==> src/rtl/wdt_pkg.sv <==
package wdt_pkg;

   // option byte bit positions, fixed by the storage layout
   localparam int OPT_W          = 8;
   localparam int OPT_HWSTART_N  = 5;
   localparam int OPT_IDLE_RUN   = 3;
   localparam int OPT_PS_LSB     = 0;

   localparam int PS_CODE_W      = 3;

   typedef struct packed {
      logic                 en;
      logic                 idle_run;
      logic [PS_CODE_W-1:0] ps;
   } wdt_ctl_t;

   localparam int CTL_W = $bits(wdt_ctl_t);

endpackage

==> src/rtl/wdt_ctl_reg.sv <==
module wdt_ctl_reg
   import wdt_pkg::*;
(
   input  logic                 clk,
   input  logic                 rst_n,
   input  logic                 opt_hwstart_n,
   input  logic                 opt_idle_run,
   input  logic [PS_CODE_W-1:0] opt_ps,
   input  logic                 we,
   input  logic [CTL_W-1:0]     wdata,
   output wdt_ctl_t             ctl_q,
   output logic                 locked_q
);

   always_ff @(posedge clk) begin
      if (!rst_n) begin
         locked_q <= !opt_hwstart_n;
         if (!opt_hwstart_n) begin
            ctl_q.en       <= 1'b1;
            ctl_q.idle_run <= opt_idle_run;
            ctl_q.ps       <= opt_ps;
         end else begin
            ctl_q <= '0;
         end
      end else if (we) begin
         ctl_q <= wdt_ctl_t'(wdata);
         if (locked_q) ctl_q.en <= 1'b1;
      end
   end


   lock_holds_en_chk: assert property (@(posedge clk) disable iff (!rst_n)
      locked_q |-> ctl_q.en);


   lock_sticky_chk: assert property (@(posedge clk) disable iff (!rst_n)
      locked_q |=> locked_q);

endmodule

==> src/rtl/wdt_prescaler.sv <==
module wdt_prescaler #(
   parameter int CODE_W = 3
) (
   input  logic              clk,
   input  logic              rst_n,
   input  logic              clr,
   input  logic              en,
   input  logic              active,
   input  logic [CODE_W-1:0] code,
   output logic              tick
);

   localparam int NCODES = 1 << CODE_W;
   localparam int PRE_W  = NCODES;          // code n needs n+1 bits

   if (CODE_W < 1 || CODE_W > 4) begin : g_bad_code_w
      $error("wdt_prescaler: CODE_W must lie in 1..4");
   end

   logic [PRE_W-1:0] mask_tbl [NCODES];
   logic [PRE_W-1:0] pre_q;
   logic [PRE_W-1:0] mask;
   logic             at_end;

   for (genvar i = 0; i < NCODES; i++) begin : g_mask
      assign mask_tbl[i] = PRE_W'((64'd1 << (i + 1)) - 64'd1);
   end

   assign mask   = mask_tbl[code];
   assign at_end = (pre_q >= mask);
   assign tick   = en && active && !clr && at_end;

   always_ff @(posedge clk) begin
      if (!rst_n || clr || !en) begin
         pre_q <= '0;
      end else if (active) begin
         pre_q <= at_end ? '0 : pre_q + 1'b1;
      end
   end


   pre_clear_chk: assert property (@(posedge clk) disable iff (!rst_n)
      clr |=> (pre_q == '0));

endmodule

==> src/rtl/wdt_counter.sv <==
module wdt_counter #(
   parameter int CNT_W = 15
) (
   input  logic             clk,
   input  logic             rst_n,
   input  logic             clr,
   input  logic             en,
   input  logic             tick,
   output logic [CNT_W-1:0] cnt_q,
   output logic             req_q
);

   if (CNT_W < 2 || CNT_W > 31) begin : g_bad_cnt_w
      $error("wdt_counter: CNT_W must lie in 2..31");
   end

   always_ff @(posedge clk) begin
      if (!rst_n || clr || !en) begin
         cnt_q <= '0;
         req_q <= 1'b0;
      end else if (tick) begin
         cnt_q <= cnt_q + 1'b1;
         req_q <= &cnt_q;
      end else begin
         req_q <= 1'b0;
      end
   end


   req_single_chk: assert property (@(posedge clk) disable iff (!rst_n)
      req_q |=> !req_q);


   req_wraps_chk: assert property (@(posedge clk) disable iff (!rst_n)
      req_q |-> (cnt_q == '0));


   clear_blocks_req_chk: assert property (@(posedge clk) disable iff (!rst_n)
      clr |=> (!req_q && cnt_q == '0));

endmodule

==> src/rtl/wdt_optcfg.sv <==
module wdt_optcfg
   import wdt_pkg::*;
#(
   parameter int CNT_W = 15
) (
   input  logic             clk,
   input  logic             rst_n,
   input  logic [OPT_W-1:0] opt_byte,
   input  logic             cpu_idle,
   input  logic             sw_clear,
   input  logic             ctl_we,
   input  logic [CTL_W-1:0] ctl_wdata,
   output logic [CTL_W-1:0] ctl_rdata,
   output logic             wdt_rst_req
);

   wdt_ctl_t         ctl;
   logic             locked;
   logic             active;
   logic             tick;
   logic [CNT_W-1:0] cnt;

   wdt_ctl_reg u_ctl (
      .clk           (clk),
      .rst_n         (rst_n),
      .opt_hwstart_n (opt_byte[OPT_HWSTART_N]),
      .opt_idle_run  (opt_byte[OPT_IDLE_RUN]),
      .opt_ps        (opt_byte[OPT_PS_LSB +: PS_CODE_W]),
      .we            (ctl_we),
      .wdata         (ctl_wdata),
      .ctl_q         (ctl),
      .locked_q      (locked)
   );

   assign active = ctl.en && (!cpu_idle || ctl.idle_run);

   wdt_prescaler #(.CODE_W(PS_CODE_W)) u_pre (
      .clk    (clk),
      .rst_n  (rst_n),
      .clr    (sw_clear),
      .en     (ctl.en),
      .active (active),
      .code   (ctl.ps),
      .tick   (tick)
   );

   wdt_counter #(.CNT_W(CNT_W)) u_cnt (
      .clk   (clk),
      .rst_n (rst_n),
      .clr   (sw_clear),
      .en    (ctl.en),
      .tick  (tick),
      .cnt_q (cnt),
      .req_q (wdt_rst_req)
   );

   assign ctl_rdata = ctl;


   idle_freeze_chk: assert property (@(posedge clk) disable iff (!rst_n)
      (ctl.en && cpu_idle && !ctl.idle_run && !sw_clear && !ctl_we)
         |=> $stable(cnt));


   disabled_quiet_chk: assert property (@(posedge clk) disable iff (!rst_n)
      (!ctl.en && !ctl_we) |=> (!wdt_rst_req && cnt == '0));


   reserved_ignored_chk: assert property (@(posedge clk) disable iff (!rst_n)
      $stable(opt_byte) |-> (locked == !opt_byte[OPT_HWSTART_N]));

endmodule

==> config.mk <==
export PLATFORM = sky130hd
export DESIGN_NAME = wdt_optcfg
export DESIGN_NICKNAME = d
export VERILOG_FILES = /design/src/rtl/wdt_pkg.sv /design/src/rtl/wdt_ctl_reg.sv /design/src/rtl/wdt_prescaler.sv /design/src/rtl/wdt_counter.sv /design/src/rtl/wdt_optcfg.sv
export SDC_FILE = /design/constraint.sdc
export NUM_CORES = 1
export LEC_CHECK = 0
export CORE_ASPECT_RATIO = 0.8
export CORE_MARGIN = 1
export CORE_UTILIZATION = 55
export DETAILED_ROUTE_END_ITERATION = 6
export PLACE_DENSITY = 0.81
export SYNTH_ARGS = -nofsm -noshare
export SYNTH_HDL_FRONTEND = slang
export SYNTH_HIERARCHICAL = 1
export SYNTH_SLANG_ARGS = --single-unit
==> constraint.sdc <==
create_clock -name clk -period 5.7 [get_ports clk]
set_input_delay 1.14 -clock clk [delete_from_list [all_inputs] [get_ports clk]]
set_output_delay 1.14 -clock clk [all_outputs]
set_load 0.01 [all_outputs]
## Yosys cells after proc, flatten, opt, wreduce, memory -nomap -nowiden

Memory sizes are Yosys's and may differ from the RTL's.
Index checks and enable logic that the tools add are counted.

- $add $sub $neg: 2
- Order comparisons: 2
- Equality and inequality tests: 1
- Muxes and demuxes: 7
- Bitwise operators: 2
- Reduce and logical (&&, ||, !) cells: 14

Operator list:

| cell | count |
|---|---|
| 8-bit 2-to-1 mux | 3 |
| 15-bit by 1-bit adder with 15-bit output, second input constant | 1 |
| 5-bit 2-to-1 mux | 3 |
| 15-bit AND reduction | 1 |
| 8-bit by 1-bit adder with 8-bit output, second input constant | 1 |
| 8-bit >= comparator | 1 |
| 1-bit zero test | 5 |
| 4-bit >= comparator, second input constant | 1 |
| 1-bit logical AND | 4 |
| 3-bit NOT with 4-bit output | 1 |
| 1-bit logical OR | 3 |
| 2-bit by 1-bit inequality test with 1-bit output, second input constant | 1 |
| 2-bit OR reduction | 1 |
| 1-bit 2-to-1 mux | 1 |
| 1-bit NOT | 1 |

- Bits in registers: 30
- Memory bits (read-only): 64
- Output and inout port bits: 6
- Logic and storage cells: 36
- Memories: 1

Memory list:

| memory | words | width | read ports | clocked after memory_dff | write ports | RTL line | source |
|---|---|---|---|---|---|---|---|
| (name not given) | 8 | 8 | 1 | 0 | 0 | wdt_prescaler.sv:29 | `assign mask = mask_tbl[code];` |

## Depth between registers and ports, before layout

Gate-level depths: netlist of the first run.

- Depth in word-level cells: 8
- Mapped depth: 12

## Cells and area by module

Netlist of the first run, hierarchy kept.

By module, submodules not included:

| module | times used | cells an instance | area each (um2) | sequential area each (um2) |
|---|---|---|---|---|
| wdt_counter | 1 | 85 | 768.2 | 320.3 |
| wdt_prescaler | 1 | 63 | 599.3 | 160.2 |
| wdt_ctl_reg | 1 | 21 | 280.3 | 180.2 |
| wdt_optcfg | 1 | 2 | 11.3 | 0.0 |

## Worst setup path after synthesis of the first run

OpenSTA, ideal clock, no wires.

- Path type: input to register
- Start point: input cpu_idle
- End point: register u_cnt.cnt_q[9]
- Library setup time: 0.075 ns
- Arrival: 2.820 ns
- Required time: 5.625 ns
- Path slack: 2.805 ns
- Stages: 11
- Buffers on the path: 3
- Cell sequence: a21boi_1 > buf_4 > inv_1 > a31oi_1 > a41o_1 > buf_6 > and3b_1 > buf_4 > nand4_2 > or4_1 > a21oi_1

- Longest elaborated chain between the ends: 6

Ends and longest elaborated chain:

| what | RTL line | source |
|---|---|---|
| start, declared | wdt_optcfg.sv:9 | `input logic cpu_idle,` |
| 1-bit zero test | wdt_optcfg.sv:35 | `assign active = ctl.en && (!cpu_idle \|\| ctl.idle_run);` |
| 1-bit logical OR | wdt_optcfg.sv:35 |  |
| 1-bit logical AND | wdt_optcfg.sv:35 |  |
| 1-bit logical AND (3 in series) | wdt_prescaler.sv:31 | `assign tick = en && active && !clr && at_end;` |
| net tick | wdt_optcfg.sv:20 | `logic tick;` |
| end signal, assigned | wdt_counter.sv:22 | `cnt_q <= cnt_q + 1'b1;` |
| end, declared | wdt_counter.sv:9 | `output logic [CNT_W-1:0] cnt_q,` |

The timed path passes the listed nets, and every way through them passes these cells.
A chain may end at the register's enable or synchronous reset.

## Worst setup path after layout of the first run

- Start point: input cpu_idle
- End point: register u_cnt.cnt_q[14]

- Longest elaborated chain between the ends: 6

Ends and longest elaborated chain:

| what | RTL line | source |
|---|---|---|
| 1-bit zero test | wdt_optcfg.sv:35 |  |
| 1-bit logical OR | wdt_optcfg.sv:35 |  |
| 1-bit logical AND | wdt_optcfg.sv:35 |  |
| net active | wdt_optcfg.sv:19 | `logic active;` |
| 1-bit logical AND (3 in series) | wdt_prescaler.sv:31 |  |
| net tick | wdt_optcfg.sv:20 |  |

The timed path passes the listed nets, and every way through them passes these cells.

==> results of run 1 <==
[cell usage after synthesis]
library cell,count,share of area [%]
nor3_2,9,5.4
buf_6,3,2.0
xor2_1,7,3.7
nor3_1,1,0.30
a31oi_1,1,0.38
xnor2_1,4,2.1
edfxtp_1,6,11
or3_1,1,0.38
nand4_2,3,2.3
a22o_1,2,1.1
a41o_1,1,0.60
nand3_1,5,1.5
or4_1,4,1.8
o21ai_0,2,0.60
ha_1,9,6.8
mux2i_1,7,4.2
nand2b_1,8,3.0
and3_1,3,1.1
o31ai_1,4,1.8
nor2_1,7,1.6
a21oi_2,2,1.1
nand3b_1,2,0.90
nor4_1,4,1.5
a21oi_1,8,2.4
dfxtp_1,24,29
nand4_1,6,2.3
nor3b_2,1,0.75
clkbuf_1,1,0.23
nand2_1,18,4.1
buf_4,2,0.90
and3b_1,2,1.1
a21boi_1,1,0.45
nor2_2,1,0.38
nor4_2,1,0.75
o21ai_1,3,0.90
inv_1,8,1.8
[metal layers]
| layer | global-route usage (%) | share of wire (%) | wire [microns] |
|---|---|---|---|
| met3 | 8.482 | 5.6 | 174 |
| met5 | 0 | 0 | 0 |
| met4 | 6.818 | 1.1 | 34 |
| met2 | 35.11 | 46 | 1410 |
| met1 | 26.11 | 48 | 1471 |
[state kept, by name (all words and copies together), names as in the netlist]
name            flops
u_cnt/cnt_q        15
u_cnt/req_q         1
u_ctl/locked_q      1
u_pre/pre_q         8
u_ctl/ctl_q         5
[kinds of logic (layout without fill, tap and decap cells)]
logic type | count (synthesis) | count (layout) | share of synthesized area [%]
mux | 7 | 7 | 4.223
xor+xnor | 11 | 11 | 5.807
compound gates | 24 | 24 | 9.277
simple gates | 76 | 76 | 29.11
flops | 30 | 30 | 39.82
buf+inv | 14 | 36 | 4.977
fa+ha+maj | 9 | 9 | 6.787
[worst max-delay path, cell delays in order]
cell	delay, ns
clkdlybuf4s50_1	0.41
a21boi_1	0.53
inv_1	0.09
a31oi_1	0.18
a41o_1	0.42
and3b_1	0.49
nand4_2	0.28
nor4_2	0.42
mux2i_1	0.23
[placed cells by master, fill, tap and decap left out, types with 3 or more instances in the layout]
cell and instances:
nand2_1 18, nor2_1 7, nand4_1 6, clkbuf_8 6, clkdlybuf4s50_1 20, o31ai_1 4
mux2i_1 7, xor2_1 7, and3_1 3, xnor2_1 4, or4_1 4, nor3_2 9
nor4_1 4, ha_1 9, dfxtp_1 24, nand4_2 3, nand3_1 5, nand2b_1 8
a21oi_1 8, o21ai_1 3, edfxtp_1 6, inv_1 8
[final cells by class]
cell class                 count  area [sq um]
multi-input combinational    127         915.9
fill                         227         862.1
sequential                    30         660.6
timing repair buffer          20         200.2
clock buffer                   7         86.33
tap                           38         47.55
inverter                       8         30.03
clock inverter                 1         5.005
[per-stage QoR]
stage	setup WS [ns]	total power, mW
4_1_cts	1.782	0.4523
3_3_place_gp	1.597	0.2751
6_report	1.723	0.4490
5_1_grt	1.513	0.4670
3_5_place_dp	1.494	0.2775
2_1_floorplan	2.805	0.2565
[worst paths after layout]
kind | from | end | slack, ns | depth (start not counted)
worst max-delay path | cpu_idle | u_cnt/cnt_q[14] | 1.72 | 9
worst min-delay path | u_cnt/cnt_q[12] | u_cnt/cnt_q[12] | 0.48 | 2
worst max register to register | u_ctl/ctl_q[4] | u_cnt/cnt_q[14] | 2.50 | 8
worst min register to register | u_cnt/cnt_q[12] | u_cnt/cnt_q[12] | 0.48 | 2
[power breakdown]
part / switching (mW) / total [mW] / leakage (nW) / internal, mW
Clock: 0.0790 / 0.176 / 0.0482 / 0.0971
Combinational: 0.0204 / 0.0448 / 0.381 / 0.0243
Sequential: 0.00594 / 0.228 / 0.255 / 0.222
Total: 0.105 / 0.449 / 0.684 / 0.344
==> impl_metrics.ini, run 1 <==
[synthesis]
syn_nets = 198
ys_seq_area_share_pct = 39.82
ys_warn_count = 6
synth.cell_area_sq_um = 1659
synthCells = 171
yosysUniqueCellTypes = 36
avgSynthCellArea_sq_um = 9.702
ys_ff_latch = 30

[global_route]
track_usage_pct = 21.54
grt_max_degree = 14
grt_pass1_wl_microns = 5299
grt_pass1_vias = 1236
antenna_found_initial = 0
grt.overflow.total = 0

[clocking]
post_cts_buffers = 0
numCtsBuffers = 5
clk_path_buf_depth = 2
htree_levels = 2
cts_resized = 0
cts_tree = yes
postCtsHoldBufs = 0
clock_latency_ns = 0.29
cts_root_buf = clkbuf_8
cts_sinks = 30
path_clk_slew_ns = 0.06

[setup_path]
critPathMaxFanout = 10
criticalPathCategory = primary input to register
cp.arrival_ns = 4.20
endpoint_kind = register
worstPathRequired_ns = 5.92
start_kind = primary input

[layout]
fin_util_pct = 69.30
n_antenna_cell = 0
instances_no_fill = 231
nets = 219
area_growth_pct = 17.27
drive_gt1_share_pct = 12.44
final_cell_area_sq_um = 1946

[job]
drv_cap = 0

[floorplan]
die_w_microns = 63.41
start_util_pct = 59.09
dieArea_sq_um = 3242
core_sq_um = 2808
io_pins = 24
die_h_microns = 51.13
rows = 17

[place]
port_buffers = 20
place_area_sq_um = 1854
globalplace.congestion = 0.7516
numPlacedInstances = 223
dp_hpwl_microns = 2235

[timing]
finalSetupViolCount = 0
finalMaxSlewViolations = 0
setup_tns_ns = 0
rsz0062_at_grt = false
period_share_pct = 69.77
holdWs_ns = 0.4781
worst_pin_slew_ns = 0.6721
final.setup_skew_ns = 0.002076
fmax_mhz = 251.4
hold_violations = 0
finalCriticalPeriod_ns = 3.977
slew_headroom_pct = 55.10

[power_and_ir_drop]
power_density_nw_per_um2 = 230.8
ir_worst_vdd_mv = 0.1745
p_leak_nw = 0.6841

[drt]
vias = 1305
wire_per_inst_microns = 13.38
first_pass_iters = 5
ant_nets = 0
wl_microns = 3090
via_per_inst = 5.649
drc = 0
drt_iter0_markers = 41

[outcome]
outcome = complete, no violations

[worst_hold_path]
hp-class = register to register
Power figures use the tool's default switching activity.
==> run 2, diff against run 1 <==
CORE_UTILIZATION = 53   (was 55)
PLACE_DENSITY = 0.78   (was 0.81)
clock period = 3.68 ns   (was 5.7 ns; I/O delays follow)
==> run 2 against run 1 <==
Sequential power is 55% higher. Global-route usage down 1.3 points. Sequential share of layout area is 0.47 points lower. Critical endpoint is now u_cnt/cnt_q[9].
==> impl_metrics.ini, run 2 (same netlist as run 1, synthesis figures left out) <==
[setup_path]
cp.arrival_ns = 3.02
r2r-end = u_cnt/cnt_q[9]
r2r_start = u_ctl/ctl_q[2]
crit_slowest_cell = or4_1
criticalPathCategory = primary input to register
cp-startpoint = cpu_idle
reg2reg_depth = 9
cp_slowest_stage_delay_ns = 0.46
crit_end = u_cnt/cnt_q[9]
start_kind = primary input
endpoint_kind = register
path_cells = clkdlybuf4s50_1, a21boi_1, buf_4, a41o_1, and3b_1, nand4_2, or4_1, a21oi_1
r2r_slack_ns = 1.01
critPathMaxFanout = 10
worstPathRequired_ns = 3.89

[drt]
ant_nets = 0
first_pass_iters = 4
wire_per_inst_microns = 13.10
drc = 0
drt_iter0_markers = 55
via_per_inst = 5.652
vias = 1317
wl_microns = 3052

[floorplan]
core_sq_um = 2872
dieArea_sq_um = 3359
die_w_microns = 64.56
io_pins = 24
rows = 17
die_h_microns = 52.04
start_util_pct = 57.78

[outcome]
outcome = complete, no violations

[global_route]
grt_max_degree = 14
grt_pass1_wl_microns = 5099
grt_pass1_vias = 1232
grt.overflow.total = 0
antenna_found_initial = 0
track_usage_pct = 20.21

[layout]
largest_reg_flops = 15
n_antenna_cell = 0
top_regs = u_cnt/cnt_q x15, u_pre/pre_q x8, u_ctl/ctl_q x5
regMostFlops = u_cnt/cnt_q
instances_no_fill = 233
area_growth_pct = 18.93
num-fill-cells = 221
drive_gt1_share_pct = 13.85
layout_commonest_cell = dfxtp_1
layout_common_cells = 24 x dfxtp_1, 20 x clkdlybuf4s50_1, 18 x nand2_1
nets = 221

[timing]
fmax_mhz = 356.1
finalCriticalPeriod_ns = 2.808
period_share_pct = 76.31
slew_headroom_pct = 64.82
finalSetupViolCount = 0
rsz0062_at_grt = false
hold_violations = 0
final.setup_skew_ns = 0.004502
setup_tns_ns = 0
worst_pin_slew_ns = 0.5262
finalMaxSlewViolations = 0

[place]
dp_hpwl_microns = 2289
globalplace.congestion = 0.7960
numPlacedInstances = 225
port_buffers = 20

[clocking]
cts_resized = 0
cts_tree = yes
postCtsHoldBufs = 0
cts_sinks = 30
path_clk_slew_ns = 0.06
htree_levels = 2
numCtsBuffers = 5
cts_root_buf = clkbuf_8
clk_path_buf_depth = 2
post_cts_buffers = 0
clock_latency_ns = 0.28

[power_and_ir_drop]
ir_worst_vdd_mv = 0.2155
p_leak_nw = 0.7023
power_uw = 717.4
power_density_nw_per_um2 = 363.6

[worst_hold_path]
hp-class = register to register

[job]
drv_cap = 0
-- run 2: layer usage --
layer,vias to the layer above,global-route usage (%),part of all wire (%)
met3,4,6.360,4.9
met1,617,24.35,47
met4,0,7.778,1.0
li1,664,-,-
met2,32,33.86,47
met5,-,0,0
-- run 2: final cells by class --
class	instances	area, sq um	share of cell area (%)
Clock buffer	6	93.84	4.756
Sequential cell	30	660.6	33.48
Inverter	8	30.03	1.522
Multi-Input combinational cell	127	915.9	46.42
Timing Repair Buffer	22	215.2	10.91
Tap cell	38	47.55	2.410
Clock inverter	2	10.01	0.5073
-- run 2: worst min-delay path by stage --
stage                    start  slack (ns)               to  cells past startpoint
6_report       u_cnt/cnt_q[14]        0.46  u_cnt/cnt_q[14]                      2
4_1_cts        u_cnt/cnt_q[14]        0.47  u_cnt/cnt_q[14]                      2
2_1_floorplan  u_cnt/cnt_q[14]        0.44  u_cnt/cnt_q[14]                      2
5_1_grt        u_cnt/cnt_q[13]        0.52  u_cnt/cnt_q[13]                      2
3_3_place_gp   u_cnt/cnt_q[14]        0.45  u_cnt/cnt_q[14]                      2
3_5_place_dp   u_cnt/cnt_q[14]        0.46  u_cnt/cnt_q[14]                      2
-- run 2: critical path: cells and delay by family --
kind                   cells  cell delay [ns]
buffers and inverters      2             0.62
and+or+nand+nor            3             1.14
AOI/OAI and AO/OA          3             0.52
-- run 2: power by group --
group | internal (mW) | total (mW) | switching [mW]
sequential | 0.344 | 0.353 | 0.00901
combinational | 0.0391 | 0.0713 | 0.0322
clock | 0.171 | 0.293 | 0.122
-- run 2: stage by stage --
stage | setup WS (ns) | hold WS [ns] | cell area [sq um] | util, %
2_1_floorplan | 1.189 | 0.4382 | 1659 | -
3_3_place_gp | 0.6585 | 0.4461 | 1869 | 65.10
3_5_place_dp | 0.5922 | 0.4648 | 1869 | 65.10
4_1_cts | 0.8885 | 0.4719 | 1973 | 68.71
5_1_grt | 0.6419 | 0.5209 | 1973 | 68.71
6_report | 0.8719 | 0.4649 | 1973 | 68.71
==> run 3, diff against run 2 <==
CORE_UTILIZATION = 48   (was 53)
PLACE_DENSITY = 0.75   (was 0.78)
clock period = 2.5 ns   (was 3.68 ns; I/O delays follow)
==> run 3 against run 2 <==
The flow now finishes with violations (setup timing). Clock skew barely moved. Clock power is 110% higher. Power rose by 74%. Utilization fell by 1.3 points. First-iteration DRC count increased by 33%. Critical path type is now register to register. Largest power group is now the clock network. Highest routed layer is now met3.
==> impl_metrics.ini, run 3 (same netlist as run 1, synthesis figures left out) <==
[clocking]
cts_root_buf = clkbuf_8
cts_tree = yes
path_clk_slew_ns = 0.07
cts_sinks = 30
clock_latency_ns = 0.27
htree_levels = 2
numCtsBuffers = 5
clk_path_buf_depth = 2
postCtsHoldBufs = 0

[setup_path]
crit_family = simple AND/OR/NAND/NOR gates
cp-startpoint = u_ctl/ctl_q[2]
crit_slowest_cell = edfxtp_1
crit_buf_inv = 0
worstPathRequired_ns = 2.70
r2r_start = u_ctl/ctl_q[2]
criticalPathCategory = register to register
path_cells = nand3_2, ha_4, a21oi_1, a31oi_1, a41o_1, and3b_2, nand4_4, or4_4, a21oi_2
reg2reg_depth = 9
r2r-end = u_cnt/cnt_q[9]
start_kind = register
endpoint_kind = register
critPathMaxFanout = 8
r2r_slack_ns = -0.01
cp.arrival_ns = 2.72
cp_slowest_stage_delay_ns = 0.55

[job]
drv_cap = 0

[worst_hold_path]
holdPathStages = 2
whs_endpoint = u_cnt/cnt_q[12]
hp-class = register to register
min_from = u_cnt/cnt_q[12]

[global_route]
grt_pass1_wl_microns = 5382
grt.overflow.total = 0
grt_pass1_vias = 1296
grt_max_degree = 14
track_usage_pct = 19.64
antenna_found_initial = 0

[outcome]
violations = setup timing
outcome = finished with violations

[floorplan]
die_h_microns = 54.59
rows = 18
dieArea_sq_um = 3697
die_w_microns = 67.73
io_pins = 24
start_util_pct = 51.88
core_sq_um = 3198

[layout]
n_antenna_cell = 0
regMostFlops = u_cnt/cnt_q
drive_gt1_share_pct = 24.12
nets = 225
largest_reg_flops = 15
layout_common_cells = 24 x dfxtp_1, 20 x clkdlybuf4s50_1, 16 x nand2_1
layout_commonest_cell = dfxtp_1
fin_util_pct = 67.37
area_growth_pct = 29.86
top_regs = u_cnt/cnt_q x15, u_pre/pre_q x8, u_ctl/ctl_q x5
num-fill-cells = 229

[timing]
rsz0062_at_grt = true
finalCriticalPeriod_ns = 2.512
finalSetupViolCount = 4
hold_violations = 0
final.setup_skew_ns = 0.004445
period_share_pct = 100.5
holdWs_ns = 0.4747
fmax_mhz = 398.0
worst_slack_ns = -0.01245
worst_pin_slew_ns = 0.5524
finalMaxSlewViolations = 0
slew_headroom_pct = 63.06

[drt]
wire_per_inst_microns = 14.10
wl_microns = 3371
drt_iter0_markers = 73
via_per_inst = 5.561
ant_nets = 0
vias = 1329
drc = 0
first_pass_iters = 4

[power_and_ir_drop]
p_leak_nw = 0.7544
ir_worst_vdd_mv = 0.4247
power_density_nw_per_um2 = 579.2

[place]
globalplace.congestion = 0.8058
port_buffers = 20
dp_hpwl_microns = 2304
## run 3: per-layer routing
metal | routed length (microns) | vias up | track usage [%]
li1 | - | 673 | -
met1 | 1644 | 629 | 24.78
met2 | 1579 | 27 | 31.35
met3 | 148 | 0 | 6.875
met4 | 0 | 0 | 6.383
met5 | 0 | - | 0
## run 3: worst min-delay path: stages (launching register included)
cell and delay, ns:
dfxtp_1 0.32, nand2_1 0.05, mux2i_1 0.05
## run 3: worst max-delay path by stage
| stage | cells after the start | to | slack [ns] |
|---|---|---|---|
| 2_1_floorplan | 11 | u_cnt/cnt_q[9] | 0.05 |
| 3_3_place_gp | 9 | u_cnt/cnt_q[12] | -0.03 |
| 3_5_place_dp | 9 | u_cnt/cnt_q[13] | -0.09 |
| 4_1_cts | 9 | u_cnt/cnt_q[13] | 0.02 |
| 5_1_grt | 10 | u_cnt/cnt_q[7] | -0.15 |
| 6_report | 9 | u_cnt/cnt_q[9] | -0.01 |
## run 3: repair_timing
action	4_1_cts	5_1_grt
resized for setup	0	21
buffers inserted	0	2
hold endpoints to repair	0	0
endpoints found under the setup margin	0	11
## run 3: cell type report
cell class              instances  area [sq um]  share of cell area [%]
repair buffers                 26         249.0                   11.56
flip-flops and latches         30         660.6                   30.66
clock inverters                 2         60.06                   2.787
inverters                       8         30.03                   1.394
multi-input cells             127          1022                   47.44
clock buffers                   6         82.58                   3.833
well taps                      40         50.05                   2.323
## run 3: metrics by stage
step           power (mW)  setup TNS, ns  setup slack (ns)  std cells  area (sq um)
6_report            1.248       -0.02463          -0.01245        239          2155
5_1_grt             1.293         -1.222           -0.1474        239          2155
4_1_cts             1.243              0           0.01797        237          2029
3_5_place_dp       0.6390        -0.4306          -0.08577        229          1887
3_3_place_gp       0.6331        -0.1317          -0.02996        229          1887
2_1_floorplan      0.5849              0           0.04798        171          1659
## run 3: where the power goes
part           switching (mW)  leakage (nW)  internal [mW]  total (mW)
logic                  0.0511         0.428         0.0640       0.115
clock network           0.183        0.0714          0.425       0.608
registers              0.0184         0.255          0.506       0.525
total                   0.253         0.754          0.995        1.25
